`config.mk`:
```
export PLATFORM = sky130hd
export DESIGN_NAME = frac_msub_rnd
export DESIGN_NICKNAME = d
export VERILOG_FILES = /design/src/rtl/frac_msub_pkg.sv /design/src/rtl/frac_msub_pair.sv /design/src/rtl/frac_msub_acc.sv /design/src/rtl/frac_msub_lane.sv /design/src/rtl/frac_msub_rnd.sv
export SDC_FILE = /design/constraint.sdc
export NUM_CORES = 2
export LEC_CHECK = 0
export BUFFER_PORTS_ARGS = -buffer_cell sky130_fd_sc_hd__buf_2
export CORE_UTILIZATION = 60
export CTS_CLUSTER_SIZE = 25
export DETAILED_ROUTE_END_ITERATION = 7
export GPL_ROUTABILITY_DRIVEN = 0
export HOLD_SLACK_MARGIN = 0.1
export PLACE_DENSITY = 0.83
export SETUP_SLACK_MARGIN = 0.3
export SKIP_LAST_GASP = 1
export SLEW_MARGIN = 20
export SYNTH_ARGS = -nofsm -noshare
export SYNTH_HDL_FRONTEND = slang
export SYNTH_SLANG_ARGS = --single-unit
```
`constraint.sdc`:
```
create_clock -name clk -period 23.3 [get_ports clk]
set_clock_uncertainty 0.1 [all_clocks]
set_input_delay 4.66 -clock clk [delete_from_list [all_inputs] [get_ports clk]]
set_output_delay 4.66 -clock clk [all_outputs]
set_load 0.02 [all_outputs]
```
`src/rtl/frac_msub_pkg.sv`:
```
package frac_msub_pkg;

  // Halfword pairing codes; code 3 aliases the same-half pairing.
  typedef enum logic [1:0] {
    PAIR_CROSS    = 2'd0,
    PAIR_SAME     = 2'd1,
    PAIR_MIX      = 2'd2,
    PAIR_SAME_ALT = 2'd3
  } pair_e;

  localparam int unsigned NUM_LANES = 2;

endpackage

```
`src/rtl/frac_msub_pair.sv`:
```
module frac_msub_pair
  import frac_msub_pkg::*;
#(
  parameter int HW = 16
) (
  input  logic [2*HW-1:0] a_word,
  input  logic [2*HW-1:0] b_word,
  input  pair_e           sel,
  output logic [HW-1:0]   up_x,
  output logic [HW-1:0]   up_y,
  output logic [HW-1:0]   dn_x,
  output logic [HW-1:0]   dn_y
);
  localparam int W = 2 * HW;

  always_comb begin
    up_x = a_word[W-1:HW];
    dn_x = a_word[HW-1:0];
    unique case (sel)
      PAIR_CROSS: begin
        up_y = b_word[HW-1:0];
        dn_y = b_word[W-1:HW];
      end
      PAIR_MIX: begin
        up_y = b_word[HW-1:0];
        dn_y = b_word[HW-1:0];
      end
      default: begin
        up_y = b_word[W-1:HW];
        dn_y = b_word[HW-1:0];
      end
    endcase
  end

endmodule

```
`src/rtl/frac_msub_acc.sv`:
```
module frac_msub_acc #(
  parameter int HW = 16
) (
  input  logic                wide,
  input  logic [2*HW-1:0]     src_up,
  input  logic [2*HW-1:0]     src_dn,
  output logic signed [2*HW-1:0] acc_up,
  output logic signed [2*HW-1:0] acc_dn
);
  localparam int W = 2 * HW;

  always_comb begin
    if (wide) begin
      acc_up = src_up;
      acc_dn = src_dn;
    end else begin
      acc_up = {src_dn[W-1:HW], {HW{1'b0}}};
      acc_dn = {src_dn[HW-1:0], {HW{1'b0}}};
    end
  end

endmodule

```
`src/rtl/frac_msub_lane.sv`:
```
module frac_msub_lane #(
  parameter int HW  = 16,
  parameter int SHW = 2
) (
  input  logic [HW-1:0]          fx,
  input  logic [HW-1:0]          fy,
  input  logic [SHW-1:0]         n,
  input  logic signed [2*HW-1:0] acc,
  output logic [HW-1:0]          q,
  output logic                   clamped
);
  localparam int W  = 2 * HW;
  localparam int PW = W + (1 << SHW);
  localparam int EW = PW + 2;
  localparam logic [HW-1:0]          MINV   = {1'b1, {(HW-1){1'b0}}};
  localparam logic signed [PW-1:0]   P_PIN  = {{(PW-W+1){1'b0}}, {(W-1){1'b1}}};
  localparam logic signed [EW-1:0]   RND    = {{(EW-HW){1'b0}}, 1'b1, {(HW-1){1'b0}}};
  localparam logic signed [EW-1:0]   LIM_HI = {{(EW-W+1){1'b0}}, {(W-1){1'b1}}};
  localparam logic signed [EW-1:0]   LIM_LO = {{(EW-W+1){1'b1}}, {(W-1){1'b0}}};

  logic signed [W-1:0]  raw;
  logic signed [PW-1:0] raw_ext;
  logic signed [PW-1:0] prod;
  logic                 pin;
  logic signed [EW-1:0] diff;
  logic [W-1:0]         sat_val;

  always_comb begin
    raw     = $signed(fx) * $signed(fy);
    raw_ext = {{(PW-W){raw[W-1]}}, raw};
    pin     = (fx == MINV) && (fy == MINV) && (n == SHW'(1));
    prod    = pin ? P_PIN : (raw_ext <<< n);
    diff    = {{(EW-W){acc[W-1]}}, acc} - {{(EW-PW){prod[PW-1]}}, prod} + RND;
    if (diff > LIM_HI) begin
      sat_val = LIM_HI[W-1:0];
      clamped = 1'b1;
    end else if (diff < LIM_LO) begin
      sat_val = LIM_LO[W-1:0];
      clamped = 1'b1;
    end else begin
      sat_val = diff[W-1:0];
      clamped = 1'b0;
    end
    q = sat_val[W-1:HW];
  end

endmodule

```
`src/rtl/frac_msub_rnd.sv`:
```
module frac_msub_rnd
  import frac_msub_pkg::*;
#(
  parameter int HW  = 16,
  parameter int SHW = 2
) (
  input  logic              clk,
  input  logic              rst,
  input  logic              in_valid,
  input  logic [2*HW-1:0]   op_a,
  input  logic [2*HW-1:0]   op_b,
  input  logic [2*HW-1:0]   acc_upper,
  input  logic [2*HW-1:0]   acc_lower,
  input  logic              acc_wide,
  input  logic [SHW-1:0]    shift,
  input  logic [1:0]        pair_sel,
  output logic              out_valid,
  output logic [2*HW-1:0]   result,
  output logic [NUM_LANES-1:0] sat_flag
);
  localparam int W = 2 * HW;

  logic [HW-1:0]        fx [NUM_LANES];
  logic [HW-1:0]        fy [NUM_LANES];
  logic signed [W-1:0]  acc_v [NUM_LANES];
  logic [HW-1:0]        lane_q [NUM_LANES];
  logic [NUM_LANES-1:0] lane_sat;
  logic [W-1:0]         packed_q;

  frac_msub_pair #(.HW(HW)) u_pair (
    .a_word (op_a),
    .b_word (op_b),
    .sel    (pair_e'(pair_sel)),
    .up_x   (fx[1]),
    .up_y   (fy[1]),
    .dn_x   (fx[0]),
    .dn_y   (fy[0])
  );

  frac_msub_acc #(.HW(HW)) u_acc (
    .wide   (acc_wide),
    .src_up (acc_upper),
    .src_dn (acc_lower),
    .acc_up (acc_v[1]),
    .acc_dn (acc_v[0])
  );

  for (genvar g = 0; g < NUM_LANES; g++) begin : g_lane
    frac_msub_lane #(.HW(HW), .SHW(SHW)) u_lane (
      .fx      (fx[g]),
      .fy      (fy[g]),
      .n       (shift),
      .acc     (acc_v[g]),
      .q       (lane_q[g]),
      .clamped (lane_sat[g])
    );
    assign packed_q[g*HW +: HW] = lane_q[g];
  end

  always_ff @(posedge clk) begin
    if (rst) begin
      out_valid <= 1'b0;
      result    <= '0;
      sat_flag  <= '0;
    end else begin
      out_valid <= in_valid;
      if (in_valid) begin
        result   <= packed_q;
        sat_flag <= lane_sat;
      end
    end
  end

  // valid is a one-cycle delayed copy of the input strobe
  a_r8_valid_follows: assert property (@(posedge clk) disable iff (rst)
    in_valid |=> out_valid);
  a_r8_idle_follows: assert property (@(posedge clk) disable iff (rst)
    !in_valid |=> !out_valid);
  // idle cycles leave the output word and flags untouched
  a_r9_hold: assert property (@(posedge clk) disable iff (rst)
    !in_valid |=> ($stable(result) && $stable(sat_flag)));
  // a raised clamp flag means the lane holds a range limit
  a_r7_clamp_up: assert property (@(posedge clk) disable iff (rst)
    sat_flag[1] |-> (result[W-1:HW] == {1'b0, {(HW-1){1'b1}}} ||
                     result[W-1:HW] == {1'b1, {(HW-1){1'b0}}}));
  a_r7_clamp_dn: assert property (@(posedge clk) disable iff (rst)
    sat_flag[0] |-> (result[HW-1:0] == {1'b0, {(HW-1){1'b1}}} ||
                     result[HW-1:0] == {1'b1, {(HW-1){1'b0}}}));
  // the cycle after reset the outputs are cleared
  a_r10_reset: assert property (@(posedge clk)
    rst |=> (!out_valid && result == '0 && sat_flag == '0));

endmodule

```
Yosys cells after proc, flatten, opt, wreduce, memory -nomap -nowiden. Index checks and enable logic that the tools add are counted.

Latch bits: 0. Register bits: 35. Memories: 0. RAM bits: 0. Memory bits (read-only): 0. Input port bits: 136. Output and inout port bits: 35.

Reduce and logical (&&, ||, !) cells: 6. Shift-type cells: 2. Multiply operators: 2. Muxes and demuxes: 14. Magnitude comparators: 4. Divide/modulo/power cells: 0. Equality and inequality tests: 6. Bitwise logic cells: 0. $add $sub $neg: 4.

Operators by type and width (count): 32-bit two-way mux (6); 38-bit by 16-bit adder with 38-bit output, second input constant (2); 38-bit by 32-bit greater-than comparator with 1-bit output, second input constant (2); 38-bit by 32-bit less-than comparator with 1-bit output, second input constant (2); 32-bit by 36-bit subtractor with 37-bit output (2); 36-bit two-way mux (2); 32-bit by 2-bit <<< shifter with 36-bit output (2); 16-bit equality test, second input constant (4); 16-bit by 16-bit multiplier with 32-bit output (2); 16-bit two-way mux (2); 1-bit logical AND (4); 1-bit two-way mux (4); 2-bit by 1-bit equality test with 1-bit output, second input constant (1); 2-bit equality test, second input constant (1); 2-bit zero test (1); 2-bit OR reduction (1).

Depth between registers and ports, before layout.
Word-level depth: 12. Depth in mapped cells: 48.

Cells and area by module. Synthesis repeated with hierarchy kept, for this count alone.

Cells, all modules: 3333. Area, all modules: 29049.1 µm².

Modules (own cells, without submodules): frac_msub_lane (g_lane[1].u_lane) (sequential area each 0.0 µm², area each 13325.3 µm², cells each 1542, instances 1); frac_msub_lane (g_lane[0].u_lane) (sequential area each 0.0 µm², area each 13016.2 µm², cells each 1540, instances 1); frac_msub_rnd (sequential area each 700.7 µm², area each 1263.7 µm², cells each 112, instances 1); frac_msub_acc (sequential area each 0.0 µm², area each 747.0 µm², cells each 71, instances 1); frac_msub_pair (sequential area each 0.0 µm², area each 696.9 µm², cells each 68, instances 1).

Least setup slack after synthesis. No wires, ideal clock.

Path kind: in2reg. From: input port pair_sel[0]. To: register result[10]. Library setup time: 0.126 ns. Setup slack: 7.845 ns. Required time: 23.074 ns. Data arrival time: 15.228 ns. Stages on the path: 45. Path through: clkbuf_1 nor2_1 clkbuf_1 mux2i_1 clkbuf_1 nor2b_1 fa_1 inv_1 fa_1 fa_1 inv_1 fa_1 fa_1 inv_1 fa_1 inv_1 ha_1 a21o_1 [... 9 more ...] a32o_1 ha_1 clkbuf_1 and3_1 and2_1 a21oi_1 o21ai_0 a31oi_1 xor2_1 nor3b_1 nand2_1 or3_1 o31ai_1 a31o_1 or3b_1 buf_6 buf_12 o211ai_2.

Longest elaborated chain between the ends: 11.

Ends and longest elaborated chain: start, declared (RTL line frac_msub_rnd.sv:16) `input logic [1:0] pair_sel,`; 2-bit zero test (*) (RTL line frac_msub_pair.sv:19) `unique case (sel)`; 16-bit two-way mux (*) (RTL line frac_msub_pair.sv:19); parallel branches: the longest is 3 deep, another holds 16-bit by 16-bit multiplier with 32-bit output; 36-bit two-way mux (*) (RTL line frac_msub_lane.sv:32) `prod = pin ? P_PIN : (raw_ext <<< n);`; 32-bit by 36-bit subtractor with 37-bit output (*) (RTL line frac_msub_lane.sv:33) `diff = {{(EW-W){acc[W-1]}}, acc} - {{(EW-PW){prod[PW-1]}}, prod} + RND;`; 38-bit by 16-bit adder with 38-bit output (*) (RTL line frac_msub_lane.sv:33); 38-bit by 32-bit less-than comparator with 1-bit output (RTL line frac_msub_lane.sv:37) `end else if (diff < LIM_LO) begin`; 32-bit two-way mux (RTL line frac_msub_lane.sv:37); 32-bit two-way mux (*) (RTL line frac_msub_lane.sv:34) `if (diff > LIM_HI) begin`; end signal, assigned (RTL line frac_msub_rnd.sv:68) `result <= packed_q;`; end, declared (RTL line frac_msub_rnd.sv:18) `output logic [2*HW-1:0] result,`.

Mark *: on every way between the ends. A chain may end at the register's enable or synchronous reset.

Final worst setup path.
From: input port pair_sel[0]. To: register result[4].

Same word-level chain as after synthesis.

==> out/metrics.sh <==
FINAL_MAX_SLEW_VIOL_COUNT=0
SETUP_CRIT_START='pair_sel[0]'
CAP_VIOLATIONS=0
NUM_ANTENNA_CELLS=0
GLOBALROUTEOVERFLOWTOTAL=0
TIMING.SLEW.HEADROOM_PCT=26.4
SYNTH_CELL_TYPES=107
FLOORPLAN.INITIALDENSITY_PCT=61.0
CP_CLASS='input pin to register'
YOSYS_REG_BITS=35
GRT_PASS1_WL_UM=122000
WORSTMARGINPINSLEW_NS=1.10
POST_CTS_RESIZED=0
TIMING.CRITICAL_PATH.TO_TYPE='register'
VIOLATIONS_IN_THE_FINAL_REPORTS='DRC'
RSZ0062_AT_GRT='false'
CTSHOLDBUFFERS=0
TIMING.FINAL.HOLD_VIOLATIONS=0
HOLDCRITPATHCLASS='register to register'
IO-PIN-COUNT=171
NUM-NETS-FINAL=4347
DRT-INITIAL-DRC-COUNT=1634
SYN2LAYOUT_AREA_GROWTH_PCT=4.38
ANTENNA_FOUND_INITIAL=0
YS.WARNINGS.COUNT=0
RUN_STATUS='finished with violations'
TRITONCTS='done'
POST_DETAIL_PLACE_HPWL_UM=61200
ROUTEDWLPERCELL_UM=18.4
TIMING.SETUP.TNS_NS=0
CRIT_TOP_CELL='sky130_fd_sc_hd__fa_1'
CORE-AREA_MM2=0.0468
LAYOUT-DRIVE-GT1-SHARE_PCT=9.68
CP.REQUIRED_NS=23.31
FP.DIEW_UM=220
CTS.REPORTEDPATHS.CLKPINSLEW_NS=0.06
DIE-AREA_MM2=0.0484
PERIOD_UTILISATION_LAYOUT_PCT=68.5
POSTSYNTH.ASYNCRESETSHARE_PCT=0
CLOCK_INSERTION_DELAY_WORST_SKEW_NS=0.29
WORST-ENDPOINT-ARRIVAL_NS=15.98
SYNTH_ENABLE_FLOP_CELLS=0
VIA_COUNT_OF_THE_FIRST_GLOBAL_ROUTING_PASS=25100
POST_SYNTH.CELL_AREA_AVG_UM2=8.41
TIMING.CRITICAL_PATH.FANOUT_MAX=17
WIRE_LENGTH_AFTER_DETAILED_ROUTING_UM=74600
H-TREE-DEPTH=2
LONGEST_INDIVIDUAL_STAGE_DELAY_ON_THE_WORST_PATH_NS=0.67
FINAL_ANTENNA_NET_COUNT=0
START_KIND='input pin'
FP-ROW-COUNT=79
FIN_CRIT_NS=15.96
CTS.SINKS=35
GRT_MAX_DEGREE=75
TOTAL_GLOBAL_ROUTE_TRACK_USAGE_PCT=31.9
CTS_INSERTED_BUFFERS=5
WORST_PATH_DOMINANT_CELL_FAMILY='compound AO/OA/AOI/OAI gates'
ROUTE.VIAS.TOTAL=24100
SYNTH_TOP_CELL_AREA_SHARE_PCT=36.9
MAX_CLOCK_FREQ_MHz=62.6
NETLIST_AREA_MM2=0.0285
VIA_PER_INST=5.94
CTS_MAX_PATH_BUFFERS=2
CLOCKROOTBUFFER='sky130_fd_sc_hd__clkbuf_16'
DRC_ERRORS=7
SYNTH.TOP_CELLS.BY_AREA='sky130_fd_sc_hd__fa_1, sky130_fd_sc_hd__ha_1, sky130_fd_sc_hd__inv_1'
POSTSYNTHNETCOUNT=4289
CRITPATHBUFINV=6
POSTSYNTH.TOPFLOPCELL='sky130_fd_sc_hd__dfxtp_1'
DRT_PASS_1_ITERS=8
SYNTHDOMINANTAREACELLTYPE='sky130_fd_sc_hd__fa_1'
SYNTHCELLS=3391
SLOWEST_STAGE='sky130_fd_sc_hd__a2111oi_0'
SETUP_VIOL_COUNT_FINAL=0
SYNTH_SEQ_AREA_SHARE_PCT=2.46
R2R_START='sat_flag[0]'
IO_BUFFER_COUNT=170
WORSTHOLDSTART='result[21]'
DIE_H_UM=220
POSTCTSSETUPBUFFERS=0
synthesized netlist by cell type (20+ instances only):
cell type,count
sky130_fd_sc_hd__inv_1,651
sky130_fd_sc_hd__fa_1,526
sky130_fd_sc_hd__nand2_1,388
sky130_fd_sc_hd__ha_1,236
sky130_fd_sc_hd__and2_1,222
sky130_fd_sc_hd__nor2_1,147
sky130_fd_sc_hd__a21oi_1,137
sky130_fd_sc_hd__clkbuf_1,105
sky130_fd_sc_hd__xnor2_1,81
sky130_fd_sc_hd__o21ai_0,79
sky130_fd_sc_hd__mux2_2,65
sky130_fd_sc_hd__nor2b_1,56
sky130_fd_sc_hd__a21o_1,52
sky130_fd_sc_hd__mux2i_1,45
sky130_fd_sc_hd__nor3_1,40
sky130_fd_sc_hd__xor2_1,39
sky130_fd_sc_hd__a22o_1,36
sky130_fd_sc_hd__dfxtp_1,35
sky130_fd_sc_hd__nand3_1,28
sky130_fd_sc_hd__nand4_1,25
sky130_fd_sc_hd__o211ai_1,24
sky130_fd_sc_hd__o21a_1,21
sky130_fd_sc_hd__a211oi_1,20
sequential cells by signal (all words and copies together), names as in the netlist:
name       flops
out_valid      1
result        32
sat_flag       2
kinds of logic (layout without fill, tap and decap cells):
kind of cell,Yosys count,after routing,share of synthesized area [%]
AO/OA/AOI/OAI,525,525,12.7
XOR/XNOR,124,124,3.91
adder cells (fa/ha/maj),762,762,47.3
buffers and inverters,781,840,10.7
flip-flops,35,35,2.46
multiplexers,110,110,4.14
AND/OR/NAND/NOR,1054,1054,18.8
cell usage in the layout, fill, tap and decap left out, types with 11 or more instances in the layout:
master and instances:
sky130_fd_sc_hd__o21bai_1 13, sky130_fd_sc_hd__o21ai_1 12, sky130_fd_sc_hd__nor4_1 19, sky130_fd_sc_hd__a21o_1 52, sky130_fd_sc_hd__and3_1 19, sky130_fd_sc_hd__a22o_1 36, sky130_fd_sc_hd__o21ai_0 79, sky130_fd_sc_hd__nand3_1 28
sky130_fd_sc_hd__nor2_1 147, sky130_fd_sc_hd__o211ai_2 11, sky130_fd_sc_hd__a21oi_1 137, sky130_fd_sc_hd__o211a_1 15, sky130_fd_sc_hd__or2_2 14, sky130_fd_sc_hd__inv_1 651, sky130_fd_sc_hd__xnor2_1 81, sky130_fd_sc_hd__mux2i_1 45
sky130_fd_sc_hd__mux2_2 65, sky130_fd_sc_hd__nand4_1 25, sky130_fd_sc_hd__a211oi_1 20, sky130_fd_sc_hd__fa_1 526, sky130_fd_sc_hd__nand2b_1 18, sky130_fd_sc_hd__ha_1 236, sky130_fd_sc_hd__o211ai_1 24, sky130_fd_sc_hd__nor2b_1 56
sky130_fd_sc_hd__o21a_1 21, sky130_fd_sc_hd__dfxtp_1 35, sky130_fd_sc_hd__xor2_1 39, sky130_fd_sc_hd__nor3_1 40, sky130_fd_sc_hd__and2_1 222, sky130_fd_sc_hd__buf_2 170, sky130_fd_sc_hd__nand2_1 388
per-stage QoR:
| stage | utilization [%] | cell area [um^2] | std cells | hold slack [ns] | worst slack, ns |
|---|---|---|---|---|---|
| 2_1_floorplan | - | 28500 | 3391 | 0.437 | 7.85 |
| 6_report | 63.7 | 29800 | 4057 | 0.355 | 7.34 |
| 5_1_grt | 63.7 | 29800 | 4057 | 0.366 | 6.58 |
| 3_3_place_gp | 63.4 | 29600 | 4049 | 0.335 | 7.60 |
| 3_5_place_dp | 63.4 | 29600 | 4049 | 0.339 | 7.28 |
| 4_1_cts | 63.7 | 29800 | 4057 | 0.351 | 7.49 |
worst reg2reg max path: cells and delay by family, from the launching register on:
family,cells,cell delay (ns)
AOI/OAI and AO/OA,1,0.26
DFF,1,0.39
and+or+nand+nor,1,0.06
final timing paths:
kind                 endpoint  slack [ns]  cells after the start
setup / recovery    result[4]        7.34                     41
hold / removal     result[21]        0.35                      1
setup reg to reg  sat_flag[0]       22.39                      2
hold reg to reg    result[21]        0.35                      1
per-layer routing:
metal,GRT usage (%),vias to the layer above,share of wire (%)
li1,-,11000,-
met1,36.5,11800,37
met2,57.4,1000,51
met3,4.38,309,5.9
met4,16.9,0,6.1
met5,0,-,0
cell type report:
cell class                 count  area, um^2
sequential                    35         701
timing repair buffer         180         926
tap                          607         759
inverter                     652        2450
fill                        3884       17000
clock buffer                   8         156
multi-input combinational   2575       24800
Power is left out: the tool's default activity adds up to more than one toggle a clock period on the data nets, which glitch-free logic cannot reach.
